$ cat config.mk
export PLATFORM = sky130hd
export DESIGN_NAME = mac_unit
export DESIGN_NICKNAME = d
export VERILOG_FILES = /design/src/rtl/mac_pkg.sv /design/src/rtl/mac_op_decode.sv /design/src/rtl/mac_product.sv /design/src/rtl/mac_acc_reg.sv /design/src/rtl/mac_unit.sv
export SDC_FILE = /design/constraint.sdc
export NUM_CORES = 1
export LEC_CHECK = 0
export ABC_AREA = 1
export ABC_CLOCK_PERIOD_IN_PS = 11300
export BUFFER_PORTS_ARGS = -buffer_cell sky130_fd_sc_hd__buf_2
export CELL_PAD_IN_SITES_DETAIL_PLACEMENT = 0
export CELL_PAD_IN_SITES_GLOBAL_PLACEMENT = 1
export CORE_MARGIN = 10
export CORE_UTILIZATION = 45
export DETAILED_ROUTE_END_ITERATION = 6
export GPL_TIMING_DRIVEN = 0
export PLACE_DENSITY_LB_ADDON = 0.1
export SETUP_SLACK_MARGIN = 0.5
export SLEW_MARGIN = 20
export SYNTH_ARGS = -nofsm -noshare
export SYNTH_HDL_FRONTEND = slang
export SYNTH_SLANG_ARGS = --single-unit
$ cat constraint.sdc
create_clock -name clk -period 11.3 [get_ports clk]
set_clock_uncertainty 0.15 [all_clocks]
set_input_delay 2.26 -clock clk [delete_from_list [all_inputs] [get_ports clk]]
set_output_delay 2.26 -clock clk [all_outputs]
set_load 0.02 [all_outputs]
$ cat src/rtl/mac_pkg.sv
// Package: shared types for the multiply-accumulate unit.
// Assumes a 3-bit operation code whose numeric values are fixed by the ports.
package mac_pkg;

    typedef enum logic [2:0] {
        OP_UMUL = 3'd0,
        OP_UMAC = 3'd1,
        OP_UMSU = 3'd2,
        OP_SMUL = 3'd3,
        OP_SNEG = 3'd4,
        OP_SMAC = 3'd5,
        OP_SMSU = 3'd6,
        OP_NONE = 3'd7
    } mac_op_e;

    // How the extended product is combined with the accumulator.
    typedef enum logic [1:0] {
        UPD_LOAD    = 2'd0,
        UPD_LOADNEG = 2'd1,
        UPD_ADD     = 2'd2,
        UPD_SUB     = 2'd3
    } upd_e;

    typedef struct packed {
        logic valid;
        logic is_signed;
        upd_e upd;
    } mac_ctl_t;

endpackage

$ cat src/rtl/mac_op_decode.sv
// Module: mac_op_decode
// Turns the operation code into a control word: whether the code is valid,
// whether operands are two's-complement, and how the accumulator is updated.
// Assumes: purely combinational, code 7 is the only invalid code.
module mac_op_decode
    import mac_pkg::*;
(
    input  logic [2:0] op_sel,
    output mac_ctl_t   ctl
);

    // Map each code to its control word.
    always_comb begin
        ctl = '{valid: 1'b0, is_signed: 1'b0, upd: UPD_LOAD};
        case (op_sel)
            OP_UMUL: ctl = '{valid: 1'b1, is_signed: 1'b0, upd: UPD_LOAD};
            OP_UMAC: ctl = '{valid: 1'b1, is_signed: 1'b0, upd: UPD_ADD};
            OP_UMSU: ctl = '{valid: 1'b1, is_signed: 1'b0, upd: UPD_SUB};
            OP_SMUL: ctl = '{valid: 1'b1, is_signed: 1'b1, upd: UPD_LOAD};
            OP_SNEG: ctl = '{valid: 1'b1, is_signed: 1'b1, upd: UPD_LOADNEG};
            OP_SMAC: ctl = '{valid: 1'b1, is_signed: 1'b1, upd: UPD_ADD};
            OP_SMSU: ctl = '{valid: 1'b1, is_signed: 1'b1, upd: UPD_SUB};
            default: ctl = '{valid: 1'b0, is_signed: 1'b0, upd: UPD_LOAD};
        endcase
    end

endmodule

$ cat src/rtl/mac_product.sv
// Module: mac_product
// Single-cycle OPW x OPW multiplier. It serves both signed and unsigned
// operands by widening each operand by one bit (sign or zero) and using one
// signed multiplier. The product is then extended to ACCW bits.
// Assumes ACCW >= 2*OPW.
module mac_product #(
    parameter int OPW  = 16,
    parameter int ACCW = 48
) (
    input  logic [OPW-1:0]  a,
    input  logic [OPW-1:0]  b,
    input  logic            is_signed,
    output logic [ACCW-1:0] ext_prod
);

    localparam int PRODW = 2 * OPW;
    localparam int EXTW  = ACCW - PRODW;

    logic signed [OPW:0]     a_w;
    logic signed [OPW:0]     b_w;
    logic signed [PRODW+1:0] full;
    logic [PRODW-1:0]        prod;

    // Widen the operands according to the signedness of the code.
    always_comb begin
        a_w = {is_signed & a[OPW-1], a};
        b_w = {is_signed & b[OPW-1], b};
    end

    // One signed multiply covers both interpretations; the low PRODW bits are exact.
    always_comb begin
        full = a_w * b_w;
        prod = full[PRODW-1:0];
    end

    // Sign- or zero-extend the product to the accumulator width.
    generate
        if (EXTW > 0) begin : g_ext
            always_comb ext_prod = {{EXTW{is_signed & prod[PRODW-1]}}, prod};
        end else begin : g_noext
            always_comb ext_prod = prod[ACCW-1:0];
        end
    endgenerate

endmodule

$ cat src/rtl/mac_acc_reg.sv
// Module: mac_acc_reg
// Holds the accumulator and the done flag. Applies clear (highest priority),
// then a valid start, otherwise holds. All arithmetic wraps at ACCW bits.
// Assumes the control word and product are stable in the cycle of the start strobe.
module mac_acc_reg
    import mac_pkg::*;
#(
    parameter int ACCW = 48
) (
    input  logic            clk,
    input  logic            rst_n,
    input  logic            start,
    input  logic            acc_clr,
    input  mac_ctl_t        ctl,
    input  logic [ACCW-1:0] ext_prod,
    output logic [ACCW-1:0] acc,
    output logic            done
);

    localparam int PRODW_CHK = 32;

    logic [ACCW-1:0] acc_next;
    logic            fire;

    // Decide whether this cycle carries a valid, unblocked operation.
    always_comb fire = start & ctl.valid & ~acc_clr;

    // Combine the product with the current accumulator per the update kind.
    always_comb begin
        case (ctl.upd)
            UPD_LOAD:    acc_next = ext_prod;
            UPD_LOADNEG: acc_next = '0 - ext_prod;
            UPD_ADD:     acc_next = acc + ext_prod;
            UPD_SUB:     acc_next = acc - ext_prod;
            default:     acc_next = acc;
        endcase
    end

    // Register the accumulator and the done pulse.
    always_ff @(posedge clk) begin
        if (!rst_n) begin
            acc  <= '0;
            done <= 1'b0;
        end else if (acc_clr) begin
            acc  <= '0;
            done <= 1'b0;
        end else if (fire) begin
            acc  <= acc_next;
            done <= 1'b1;
        end else begin
            done <= 1'b0;
        end
    end

    p_clear_r11: assert property (@(posedge clk) disable iff (!rst_n)
        acc_clr |=> (acc == '0) && !done);

    p_ignore_r9: assert property (@(posedge clk) disable iff (!rst_n)
        (start && !acc_clr && !ctl.valid) |=> $stable(acc) && !done);

    p_hold_r12: assert property (@(posedge clk) disable iff (!rst_n)
        (!start && !acc_clr) |=> $stable(acc) && !done);

    p_done_r12: assert property (@(posedge clk) disable iff (!rst_n)
        (start && !acc_clr && ctl.valid) |=> done);

    p_zext_r2: assert property (@(posedge clk) disable iff (!rst_n)
        (start && !acc_clr && ctl.valid && !ctl.is_signed && ctl.upd == UPD_LOAD)
        |=> (acc[ACCW-1:PRODW_CHK] == '0));

endmodule

$ cat src/rtl/mac_unit.sv
// Module: mac_unit (top)
// Single-cycle multiply-accumulate unit. It offers seven signed/unsigned
// multiply variants on a wrapping accumulator, with a one-cycle done pulse.
// Assumes start is a one-cycle strobe and that code 7 is reserved.
module mac_unit
    import mac_pkg::*;
#(
    parameter int OPW  = 16,
    parameter int ACCW = 48
) (
    input  logic            clk,
    input  logic            rst_n,
    input  logic [OPW-1:0]  opa,
    input  logic [OPW-1:0]  opb,
    input  logic [2:0]      op_sel,
    input  logic            start,
    input  logic            acc_clr,
    output logic [ACCW-1:0] acc,
    output logic            done
);

    mac_ctl_t        ctl;
    logic [ACCW-1:0] ext_prod;

    mac_op_decode u_dec (
        .op_sel (op_sel),
        .ctl    (ctl)
    );

    mac_product #(.OPW(OPW), .ACCW(ACCW)) u_mul (
        .a         (opa),
        .b         (opb),
        .is_signed (ctl.is_signed),
        .ext_prod  (ext_prod)
    );

    mac_acc_reg #(.ACCW(ACCW)) u_acc (
        .clk      (clk),
        .rst_n    (rst_n),
        .start    (start),
        .acc_clr  (acc_clr),
        .ctl      (ctl),
        .ext_prod (ext_prod),
        .acc      (acc),
        .done     (done)
    );

endmodule

# After elaboration in Yosys (flattened, before gate mapping)
# Index checks and enable logic that the tools add are counted.
[classes]
n_eq_ne = 9
n_mux = 3
n_addsub = 3
n_reduce_logical = 3
bitwise_logic = 7
mul = 1
[ops]
columns = ["cell", "n"]
rows = [
  ["48-bit one-hot mux with 4 select lines", 1],
  ["48-bit adder", 1],
  ["48-bit subtractor", 1],
  ["1-bit by 33-bit subtractor with 34-bit output (first input constant)", 1],
  ["17-bit by 17-bit multiplier with 32-bit output", 1],
  ["4-bit one-hot mux with 7 select lines", 1],
  ["3-bit == test (second input constant)", 3],
  ["3-bit by 2-bit == test with 1-bit output (second input constant)", 2],
  ["1-bit AND", 5],
  ["2-bit == test (second input constant)", 2],
  ["3-bit by 1-bit == test with 1-bit output (second input constant)", 1],
  ["3-bit logical NOT", 1],
  ["2-bit by 1-bit == test with 1-bit output (second input constant)", 1],
  ["2-bit logical NOT", 1],
  ["1-bit inverter", 2],
  ["2-bit OR reduction", 1],
  ["1-bit 2-to-1 mux", 1],
]
[totals]
register_bits = 49
input_bits = 39
elab_cells = 28
output_inout_bits = 49

# Logic depth before layout (Yosys ltp)
# Gate-level depths: netlist of run 1.
[depth]
ltp_word = 7
depth_mapped = 56
ltp_nobuf = 55

# Hierarchy
# From an unflattened synthesis of run 1, not the netlist that was laid out.
[unflattened]
cells_unflattened = 2909
area_unflattened_um2 = 19045.8
[by_module_without_submodules]
columns = ["mod", "area_each_um2", "seq_area_each_um2", "n_inst", "cells_per_inst"]
rows = [
  ["mac_product", 11400.9, 0.0, 1, 1509],
  ["mac_acc_reg", 7586.0, 980.9, 1, 1387],
  ["mac_op_decode", 58.8, 0.0, 1, 13],
]

# Worst setup path before layout of run 1
# OpenSTA, ideal clock, no wires.
[synth_timing]
path_kind = "in2reg"
start = "input port op_sel[0]"
end = "register u_acc.acc[42]"
setup_ns = 0.109
arrival_time_ns = 10.195
slack_ns = 0.846
path_buffers = 1
stages = 50
required_time_ns = 11.041
path_cell_list = "inv_1 > ha_1 > nor2_1 > nand3_1 > nand2_1 > buf_1 > nor2_1 > fa_1 > inv_1 > fa_1 > inv_1 > fa_1 > fa_1 > fa_1 > inv_1 > fa_1 > inv_1 > ha_1 > (+14 left out) > o21a_1 > ha_1 > nand2_1 > nor2_1 > inv_1 > nor2_1 > and3_1 > nand3_1 > nand3_1 > nand2_1 > nand2_1 > nand2_1 > nand2_1 > a21oi_1 > o21ai_0 > nand2_1 > nand2_1 > inv_1"
[synth_via]
elab_chain_len = 7
elab_cells_between_ends = 22
classes_between = "add/sub (3); mul (1); eq/ne (9); mux (2); bitwise (5); reduce/logical (2)"
[synth_lines]
columns = ["element", "line", "rtl"]
rows = [
  ["from (decl)", "mac_unit.sv:15", "input logic [2:0] op_sel,"],
  ["3-bit == test, or another cell as far along", "mac_op_decode.sv:15", "case (op_sel)"],
  ["4-bit one-hot mux with 7 select lines *", "mac_op_decode.sv:15", ""],
  ["1-bit AND (on tied branches)", "mac_product.sv:26, mac_product.sv:27", ""],
  ["17-bit by 17-bit multiplier with 32-bit output", "mac_product.sv:32", "full = a_w * b_w;"],
  ["1-bit AND", "mac_product.sv:39", "always_comb ext_prod = {{EXTW{is_signed & prod[PRODW-1]}}, prod};"],
  ["48-bit subtractor, or another cell as far along", "mac_acc_reg.sv:34", "UPD_SUB: acc_next = acc - ext_prod;"],
  ["48-bit one-hot mux with 4 select lines", "mac_acc_reg.sv:30", "case (ctl.upd)"],
  ["to (signal assigned)", "mac_acc_reg.sv:48", "acc <= acc_next;"],
  ["to (decl)", "mac_acc_reg.sv:16", "output logic [ACCW-1:0] acc,"],
]
# Mark *: on every way between the ends. The rest lies on a longest branch, timed or not.
# A chain may end at the register's enable or synchronous reset.

# Worst setup path after layout of run 1
[layout_timing]
start = "input port op_sel[0]"
end = "register u_acc.acc[36]"
# The elaborated chain is that of the path after synthesis.

==> results of run 1 <==
## cell usage after synthesis, types with 13 or more instances
library cell,n
nand2_1,740
inv_1,662
fa_1,283
nor2_1,185
ha_1,135
a21oi_1,131
o21ai_0,125
nand3_1,98
clkbuf_1,85
dfxtp_1,49
nand4_1,33
a31oi_1,22
o21a_1,21
or2_2,20
xor2_1,17
inv_2,13
nand2_2,13
## cells in the final DEF, fill, tap and decap left out, types with 6 or more instances in the layout
cell,count
nand2_1,681
inv_1,640
fa_1,278
nor2_1,137
a21oi_1,115
ha_1,107
o21ai_0,106
nand3_1,86
buf_4,79
buf_2,65
nand2_2,56
dfxtp_1,49
clkbuf_1,34
inv_2,33
nand4_1,33
nor2_2,31
nor2_4,27
clkbuf_2,25
o21ai_1,22
o21a_1,21
ha_4,20
or2_2,19
nand2_4,16
xor2_1,16
nand3_2,15
a21oi_2,15
a31oi_1,12
buf_6,11
nand3b_1,8
a31oi_2,8
ha_2,8
a21o_1,7
xnor2_1,7
clkbuf_16,7
clkbuf_4,6
o21ai_2,6
o211ai_1,6
o22ai_1,6
## cells by family after synthesis
| group | share of synthesized area (%) |
|---|---|
| and+or+nand+nor | 25.8 |
| DFF | 5.34 |
| muxes | 0.0545 |
| AOI/OAI and AO/OA | 11.1 |
| xor gates and xnor gates | 1.77 |
| buffers and inverters | 15.9 |
| adders and majority gates | 40.0 |
## stage by stage
stage	util [%]	setup TNS, ns	cells
3_5_place_dp	48.2	-26.97	3354
2_1_floorplan	-	0	2774
3_3_place_gp	48.2	-27.87	3354
5_1_grt	53.5	0	3439
6_report	53.5	0	3439
4_1_cts	50.1	0	3380
## worst max-delay path, delay by kind of cell
kind | cells | cell delay [ns]
adder cells (fa/ha/maj) | 9 | 3.95
AO/OA/AOI/OAI | 6 | 1.12
AND/OR/NAND/NOR | 18 | 2.03
buffers and inverters | 12 | 1.23
## per-layer routing
metal  track usage [%]  share of wire [%]  vias up
met1              35.7                 45     8840
met2              39.6                 45      609
met5                 0                  0        -
met3              4.63                8.8       73
li1                  -                  -     8661
met4              3.48                1.5        0
## repair_timing
action	CTS	global route
setup buffers	18	57
gates resized for setup	126	338
endpoints found under the hold margin	0	0
pin swaps	28	138
gates cloned	0	2
endpoints found under the setup margin	29	30
hold buffers	0	0
## state kept, by name, indices dropped and copies added, names as in the netlist
signal and cells:
u_acc.acc 48, u_acc.done 1
## worst paths after layout
path,from,to,cells past startpoint
setup / recovery,op_sel[0],u_acc.acc[36]$_SDFFE_PP0P_,45
hold / removal,u_acc.acc[5]$_SDFFE_PP0P_,u_acc.acc[5]$_SDFFE_PP0P_,2
setup reg to reg,u_acc.acc[0]$_SDFFE_PP0P_,u_acc.acc[28]$_SDFFE_PP0P_,20
hold reg to reg,u_acc.acc[5]$_SDFFE_PP0P_,u_acc.acc[5]$_SDFFE_PP0P_,2
## final cells by class
cell class / count / area [µm²] / area share, %
clock inverters: 3 / 43.8 / 0.204
well taps: 525 / 657 / 3.06
flip-flops and latches: 49 / 981 / 4.57
clock buffers: 5 / 125 / 0.583
repair buffers: 132 / 915 / 4.26
plain buffers: 96 / 553 / 2.58
multi-input cells: 1950 / 15600 / 72.8
inverters: 679 / 2550 / 11.9
==> flow_summary.toml, run 1 <==
[global_routing]
grt_max_degree = 17
grtUsageTotal_pct = 25.1
grt_antenna_before_repair = 1
grt_pass1_vias = 17606
grt_first_pass_wirelength_um = 98400
overflow = 0

[floorplanning]
rows = 73
die_h_um = 222
die_width_um = 222
coreArea_mm2 = 0.0401
die_area_mm2 = 0.0493
start_util_pct = 45.8
io_pins = 88

[final_layout]
nFillCells = 4094
syn2layout_area_growth_pct = 16.8
nNetsFinal = 3370
design_area_mm2 = 0.0215
diodes = 0
layout-drive-gt1-share_pct = 17.1

[drt]
vias = 18183
drt_iter0_markers = 1655
drtAntennaViolNets = 0
drt-wirelength-per-cell_um = 18.5
drc = 0
via_per_inst = 5.29
finalWirelength_um = 63800
dr.pass1.iters = 5

[timing]
fmax_ghz = 0.0953
period_share_pct = 92.9
rsz0062_at_grt = "true"
relSlewSlack_pct = 26.9
fin_ws_ns = 0.805
setup_violations = 0
whs_ns = 0.335
hold_viol_final = 0
min_period_ns = 10.49
drv_slew = 0
tightest_slew_ns = 1.09

[synth]
synth-main-ff-cell = "dfxtp_1"
synthCells = 2774
yosysWarnings = 0
ys_ff_latch = 49
synthTopCellsByArea = "fa_1, nand2_1, inv_1, ha_1, dfxtp_1"
ys_seq_area_share_pct = 5.34
synth_edf_count = 0
yosysTopAreaCellShare_pct = 30.8
syn_nets = 3231
synth_top_cell_by_area = "fa_1"
async_reset_ff_share_pct = 0
synth_area_per_cell_um2 = 6.63
synth_cell_types = 55
synth_area_mm2 = 0.0184

[critical_path]
endpoint_kind = "register"
arrival_ns = 10.62
cp_slowest_cell = "fa_2"
r2r_setup_slack_ns = 7.68
critPathMaxFanout = 5
cpPeakStageDelay_ns = 0.57
worst-setup-path-type = "in2reg"
cp.required_ns = 11.42
startpoint_type = "input port"

[place]
io_buffers = 55
preCtsSetupSlack_ns = -1.50
gp_congestion = 0.982
place_area_mm2 = 0.0193
place_hpwl_um = 53400

[cts]
path_clk_slew_ns = 0.08
cts-root-buf = "clkbuf_16"
cts_buffers = 5
cts_tree = "done"
clk_path_buf_depth = 2
cts-htree-levels = 2
clk_latency_ns = 0.32
cts_sinks = 49

[worst_hold_path]
min_path_type = "reg2reg"

[flow_run]
cap_violations = 0

[run_status]
status = "finished clean"
Power of run 1 is left out: the tool's default activity adds up to more than one toggle a clock period on the data nets, which glitch-free logic cannot reach.
==> run 2: changes to the inputs <==
Settings changed: ABC_CLOCK_PERIOD_IN_PS 11300 to 8900, CORE_UTILIZATION 45 to 42.
Clock period 11.3 ns to 8.9 ns, I/O delays scaled along.
==> run 2 against run 1 <==
Against the previous run:
- the flow now finishes with violations (negative setup slack)
- design area is 20% higher
- first-iteration DRC count is 9.4% lower
- via count is 5.4% higher
- die area is 6.5% higher
- critical path type unchanged
==> flow_summary.toml, run 2 (synthesis results as in run 1) <==
[run_status]
status = "complete, but fails checks"
violations = "negative setup slack"

[global_routing]
grt_first_pass_wirelength_um = 104000
grt_max_degree = 16
overflow = 0
grtUsageTotal_pct = 25.1
grt_pass1_vias = 18994
grt_antenna_before_repair = 1

[critical_path]
r2r_setup_slack_ns = 5.50
endpoint_kind = "register"
reg2reg_to = "u_acc.acc[28]$_SDFFE_PP0P_"
critPathMaxFanout = 6
regToRegStartpoint = "u_acc.acc[0]$_SDFFE_PP0P_"
cp.required_ns = 8.98
rr_worst_depth = 20
startpoint_type = "input port"
cpPeakStageDelay_ns = 0.64
cp_slowest_cell = "fa_2"
worst-setup-path-type = "in2reg"
arrival_ns = 10.09

[final_layout]
final_cells = 3692
layout-drive-gt1-share_pct = 31.5
design_area_mm2 = 0.0258
diodes = 0
largest_register = "u_acc.acc"
largest_reg_flops = 48
syn2layout_area_growth_pct = 40.2
final_cell_mix = "inv_1, nand2_1, fa_1"
layout_commonest_cell = "inv_1"
largestRegisters = "u_acc.acc (48), u_acc.done (1)"
nNetsFinal = 3563

[cts]
cts-htree-levels = 2
cts_buffers = 5
cts_hold_buf = 0
cts_sinks = 49
clk_latency_ns = 0.32
path_clk_slew_ns = 0.08
clk_path_buf_depth = 2
cts_tree = "done"
cts-root-buf = "clkbuf_16"

[floorplanning]
die_h_um = 229
coreArea_mm2 = 0.0432
rows = 76
die_width_um = 229
die_area_mm2 = 0.0525
start_util_pct = 42.6
io_pins = 88

[timing]
tightest_slew_ns = 1.11
whs_ns = 0.345
period_share_pct = 112
fmax_ghz = 0.0999
rsz0062_at_grt = "true"
setup_violations = 29
min_period_ns = 10.01
relSlewSlack_pct = 25.4
fin_ws_ns = -1.11
hold_viol_final = 0
drv_slew = 0
tns_ns = -20.76

[place]
gp_congestion = 0.948
dp_cells = 3414
place_hpwl_um = 54300
io_buffers = 55
place_area_mm2 = 0.0202

[drt]
drt-wirelength-per-cell_um = 18.4
dr.pass1.iters = 6
drt_iter0_markers = 1499
vias = 19163
drtAntennaViolNets = 0
via_per_inst = 5.19
drc = 0
finalWirelength_um = 68100

[worst_hold_path]
hold_depth = 2
min_to = "u_acc.acc[5]$_SDFFE_PP0P_"
min_from = "u_acc.acc[5]$_SDFFE_PP0P_"
min_path_type = "reg2reg"

[flow_run]
cap_violations = 0
run 2: worst max-delay path: cells and delay by family:
kind                     cells  cell delay (ns)
AO/OA/AOI/OAI                5             0.86
adder cells (fa/ha/maj)      9             3.98
buffers and inverters       12             1.11
AND/OR/NAND/NOR             22             2.31
run 2: worst max path at each step:
stage,from,end
after global placement,op_sel[1],u_acc.acc[42]$_SDFFE_PP0P_
final,op_sel[1],u_acc.acc[34]$_SDFFE_PP0P_
after floorplan,op_sel[0],u_acc.acc[42]$_SDFFE_PP0P_
after global routing,op_sel[1],u_acc.acc[42]$_SDFFE_PP0P_
after CTS,op_sel[0],u_acc.acc[42]$_SDFFE_PP0P_
after detailed placement,op_sel[1],u_acc.acc[42]$_SDFFE_PP0P_
run 2: through the flow:
stage / util, % / setup slack (ns)
after CTS: 55.4 / -0.822
after detailed placement: 46.8 / -2.14
after global routing: 59.7 / -1.35
final: 59.7 / -1.11
after floorplan: - / -0.362
after global placement: 46.8 / -2.18
run 2: layout make-up:
| cell class | count | area (µm²) |
|---|---|---|
| multi-input combinational | 1950 | 17600 |
| fill | 4067 | 17400 |
| inverter | 679 | 2610 |
| timing repair buffer | 325 | 2560 |
| buffer | 96 | 1120 |
| sequential | 49 | 981 |
| tap | 585 | 732 |
| clock buffer | 6 | 129 |
| clock inverter | 2 | 38.8 |
run 2: what timing repair did:
action,4_1_cts,5_1_grt
gates cloned,2,0
pin swaps,161,201
gates resized for setup,480,285
setup endpoints to repair,39,39
buffers inserted,172,96
run 2: per-layer routing:
metal	up-vias	track usage (%)	wire length, µm
met2	633	40.0	31300
met3	89	5.12	5560
met4	0	4.88	1340
met5	-	0	0
li1	9067	-	-
met1	9374	34.7	29900
Power of run 2 is left out for the same reason.
